[src/rtl/err_window_judge.sv]
// Tallies main and slip errors over fixed windows and decides on resync.
module err_window_judge #(
  parameter int unsigned WIN_LEN = 256,
  parameter int unsigned ERR_HI  = 64,
  parameter int unsigned SLIP_LO = 8
) (
  input  logic clk,
  input  logic rst_n,
  input  logic step,
  input  logic clear,
  input  logic bit_err,
  input  logic slip_err,
  output logic trip
);
  localparam int unsigned POS_W = (WIN_LEN > 1) ? $clog2(WIN_LEN) : 1;
  localparam int unsigned TAL_W = $clog2(WIN_LEN + 1);

  logic [POS_W-1:0] pos_q, pos_d;
  logic [TAL_W-1:0] err_tally_q, err_tally_d;
  logic [TAL_W-1:0] slip_tally_q, slip_tally_d;
  logic [TAL_W-1:0] err_sum, slip_sum;
  logic             last_bit;

  always_comb begin
    err_sum  = err_tally_q + TAL_W'(bit_err);
    slip_sum = slip_tally_q + TAL_W'(slip_err);
    last_bit = (pos_q == POS_W'(WIN_LEN - 1));
    trip     = step && last_bit &&
               (err_sum >= TAL_W'(ERR_HI)) &&
               (slip_sum <= TAL_W'(SLIP_LO));
  end

  always_comb begin
    pos_d        = pos_q;
    err_tally_d  = err_tally_q;
    slip_tally_d = slip_tally_q;
    if (clear) begin
      pos_d        = '0;
      err_tally_d  = '0;
      slip_tally_d = '0;
    end else if (step) begin
      if (last_bit) begin
        pos_d        = '0;
        err_tally_d  = '0;
        slip_tally_d = '0;
      end else begin
        pos_d        = pos_q + 1'b1;
        err_tally_d  = err_sum;
        slip_tally_d = slip_sum;
      end
    end
  end

  always_ff @(posedge clk or negedge rst_n) begin
    if (!rst_n) begin
      pos_q        <= '0;
      err_tally_q  <= '0;
      slip_tally_q <= '0;
    end else begin
      pos_q        <= pos_d;
      err_tally_q  <= err_tally_d;
      slip_tally_q <= slip_tally_d;
    end
  end
endmodule

[config.mk]
export PLATFORM = sky130hd
export DESIGN_NAME = err_window_judge
export DESIGN_NICKNAME = d
export VERILOG_FILES = /design/src/rtl/err_window_judge.sv
export SDC_FILE = /design/constraint.sdc
export NUM_CORES = 1
export LEC_CHECK = 0
export ABC_AREA = 1
export BUFFER_PORTS_ARGS = -buffer_cell sky130_fd_sc_hd__buf_2
export CELL_PAD_IN_SITES_DETAIL_PLACEMENT = 2
export CELL_PAD_IN_SITES_GLOBAL_PLACEMENT = 2
export CORE_MARGIN = 2
export CORE_UTILIZATION = 35
export DETAILED_ROUTE_END_ITERATION = 16
export PLACE_DENSITY_LB_ADDON = 0.08
export SLEW_MARGIN = 0
export SYNTH_ARGS = -nofsm -noshare
export SYNTH_HDL_FRONTEND = slang
export SYNTH_SLANG_ARGS = --single-unit
export TNS_END_PERCENT = 10
[constraint.sdc]
create_clock -name clk -period 1.8 [get_ports clk]
set_clock_uncertainty 0.2 [all_clocks]
set_input_delay 0 -clock clk [delete_from_list [all_inputs] [get_ports clk]]
set_output_delay 0 -clock clk [all_outputs]
set_load 0.005 [all_outputs]
==> run_results.csv <==
group,metric,value,unit
status,status,"complete, but fails checks",
status,violations,"setup timing",
worst_setup_path,critPathRequiredTime,1.60,ns
logic_synthesis,synth_cell_types,21,
clock_network,clockBufferDepth,2,
logic_synthesis,synth_common_cells,"nand2_1, nor2_1, dfrtp_1, inv_1, nand3_1",
worst_setup_path,max_stage_delay,0.40,ns
drt,num_vias,1432,
logic_synthesis,ys.warnings.count,0,
worst_setup_path,crit_family,"simple AND/OR/NAND/NOR gates",
logic_synthesis,yosys.area.top_type,"dfrtp_1",
logic_synthesis,ys_seq_area_share,44.03,%
worst_setup_path,crit_fanout,4,
sta,setup_slack,-0.2079,ns
clock_network,path_clk_slew,0.10,ns
global_routing,antenna_found_initial,0,
logic_synthesis,syn_area,1478,µm²
placement,dpl-instance-area,1619,µm²
logic_synthesis,syn-num-nets,213,
logic_synthesis,netlist_instances,202,
placement,placedCellCount,264,
drt,wl_per_cell,16.70,µm
cells_and_area,layout-drive-gt1-share,18.94,%
logic_synthesis,async_reset_ff_share,100.0,%
worst_setup_path,worstSetupPathType,"reg2out",
cells_and_area,num-fill-cells,485,
worst_setup_path,crit_arrival,1.81,ns
logic_synthesis,ys_ff_latch,26,
logic_synthesis,synthFlopType,"dfrtp_1",
clock_network,numCtsBuffers,3,
drt,vias_per_cell,5.170,
floorplanning,core_area,4029,µm²
global_routing,grt_pass1_vias,1617,
logic_synthesis,avgSynthCellArea,7.315,µm²
drt,wirelength,4.626,mm
clock_network,cts_tree,"built",
sta,rsz0062_at_grt,"yes",
drt,drt_iter0_drc,43,
global_routing,grt_use_total,21.81,%
worst_setup_path,crit_top_cell,"nor2_1",
worst_setup_path,cp-start-kind,"flop",
clock_network,cts_sinks,26,
floorplanning,die_x,68.98,µm
logic_synthesis,synth_top_area_share,44.03,%
sta,whs,0.03060,ns
sta,maxSlewHeadroom,58.49,%
global_routing,grt_max_degree,27,
placement,gp_congestion,0.7742,
placement,portBuffers,6,
worst_hold_path,hold_class,"in2reg",
floorplanning,start_util,36.68,%
floorplanning,io-pin-count,7,
cells_and_area,layout.nets,239,
drt,drt-pass1-iter-count,4,
worst_setup_path,path_cells,"ha_4, ha_4, nand4_1, nor2_1, nor2_1, nor2_1, nand3_1, nor2_1, buf_2",
cells_and_area,area_growth,24.56,%
pwr,power_density,663.8,nW/µm²
clock_network,cts_root_buf,"clkbuf_8",
worst_setup_path,cp-end-kind,"output port",
floorplanning,rows,23,
logic_synthesis,synth_edf_count,0,
sta,tightest_slew,0.6226,ns
floorplanning,chipHeight,68.98,µm
global_routing,overflow,0,
global_routing,grt_pass1_wl,7.507,mm
cells_and_area,stdcell_count,277,
sta,fmax,498.0,MHz
clock_network,insertion_delay,0.28,ns
drt,drcViolationCount,0,
pwr,power,1.222,mW
sta,hold_viol_final,0,
placement,place_hpwl,3.300,mm
worst_setup_path,crit_buf_inv,1,
flow_run,cap_violations,0,
cells_and_area,antenna_cells,0,
pwr,ir_drop,0.0002888,V
worst_setup_path,r2r_slack,0.06,ns
cells_and_area,design_area,1841,µm²
clock_network,htreeDepth,1,
pwr,leakage,0.9084,nW
logic_synthesis,yosysMostFrequentCell,"nand2_1",
sta,finalCritPeriodShare,111.5,%
sta,slew_violations,0,
drt,ant_nets,0,
floorplanning,die_area,4758,µm²
logic_synthesis,synth.area.top_cells,"dfrtp_1, nand2_1, nor2_1",
sta,final.min_clock_period,2.008,ns
sta,finalSetupViolCount,1,
worst_setup_path,slowest_stage,"dfrtp_1",
[state kept, by name, indices dropped and copies added, names as in the netlist]
register and flops:
err_tally_q 9, slip_tally_q 9, pos_q 8
[per-stage QoR]
step / TNS, ns / util (%) / worst slack, ns
after floorplan: 0 / - / 0.2378
after global placement: 0 / 40.19 / 0.07080
after detailed placement: -0.02558 / 40.19 / -0.02558
after CTS: -0.2153 / 44.75 / -0.2153
after global routing: -0.3623 / 45.68 / -0.2986
final: -0.2079 / 45.68 / -0.2079
[where the power goes]
group          total, mW  internal (mW)  switching (mW)
clock              0.500          0.298           0.202
sequential         0.603          0.594         0.00980
combinational      0.118         0.0486          0.0697
total               1.22          0.940           0.281
[area by class of cell]
| class | instances | area (µm²) | area share, % |
|---|---|---|---|
| clock inverter | 1 | 30.03 | 1.632 |
| timing repair buffer | 23 | 170.2 | 9.245 |
| clock buffer | 3 | 41.29 | 2.243 |
| tap | 50 | 62.56 | 3.399 |
| multi-input combinational | 145 | 774.5 | 42.08 |
| sequential | 26 | 653.1 | 35.49 |
| inverter | 29 | 108.9 | 5.914 |
[cells by family (layout without fill, tap and decap cells)]
family	Yosys count	in the layout	synth area share, %
mux	1	1	0.6774
xor+xnor	5	5	2.964
fa+ha+maj	5	5	4.234
flops	26	26	44.03
simple gates	118	118	34.12
buf+inv	31	56	8.128
compound gates	16	16	5.842
[layout by cell type, fill, tap and decap left out]
| cell type | instances |
|---|---|
| a21oi_1 | 3 |
| buf_2 | 6 |
| buf_4 | 12 |
| bufinv_16 | 1 |
| clkbuf_8 | 3 |
| dfrtp_1 | 24 |
| dfrtp_2 | 2 |
| dlygate4sd3_1 | 5 |
| ha_1 | 2 |
| ha_2 | 1 |
| ha_4 | 2 |
| inv_1 | 24 |
| inv_2 | 5 |
| mux2i_1 | 1 |
| nand2_1 | 54 |
| nand2_2 | 1 |
| nand2_4 | 1 |
| nand3_1 | 18 |
| nand3_2 | 2 |
| nand4_1 | 6 |
| nor2_1 | 24 |
| nor2_2 | 4 |
| nor2_4 | 3 |
| nor3_1 | 4 |
| nor3b_1 | 1 |
| o21ai_0 | 8 |
| o22ai_1 | 5 |
| xnor2_1 | 2 |
| xor2_1 | 3 |
[final timing paths]
check,from,endpoint,cells past startpoint
hold reg to reg,err_tally_q[0],err_tally_q[0],2
min in group asynchronous,rst_n,pos_q[2],2
hold / removal,bit_err,err_tally_q[1],5
max in group asynchronous,rst_n,slip_tally_q[2],2
setup / recovery,slip_tally_q[0],trip,9
setup reg to reg,slip_tally_q[0],slip_tally_q[0],4
[per-layer routing]
| metal | global-route usage, % | vias to the layer above | routed length, µm |
|---|---|---|---|
| met5 | 0 | - | 0 |
| met4 | 5.392 | 0 | 42 |
| met3 | 2.760 | 4 | 51 |
| met2 | 41.71 | 8 | 2487 |
| met1 | 25.48 | 725 | 2046 |
| li1 | - | 695 | - |
[timing repair]
item	4_1_cts	5_1_grt
setup endpoints to repair	1	4
pin swaps	5	8
endpoints found under the hold margin	31	0
hold buffers	5	0
resized for setup	8	12
setup buffers	3	1
[worst register-to-register path, delay by kind of cell, from the launching register on]
kind / cells / cell delay (ns)
compound gates: 1 / 0.18
fa+ha+maj: 1 / 0.27
buf+inv: 2 / 0.60
flops: 1 / 0.42
Power figures use the tool's default switching activity.
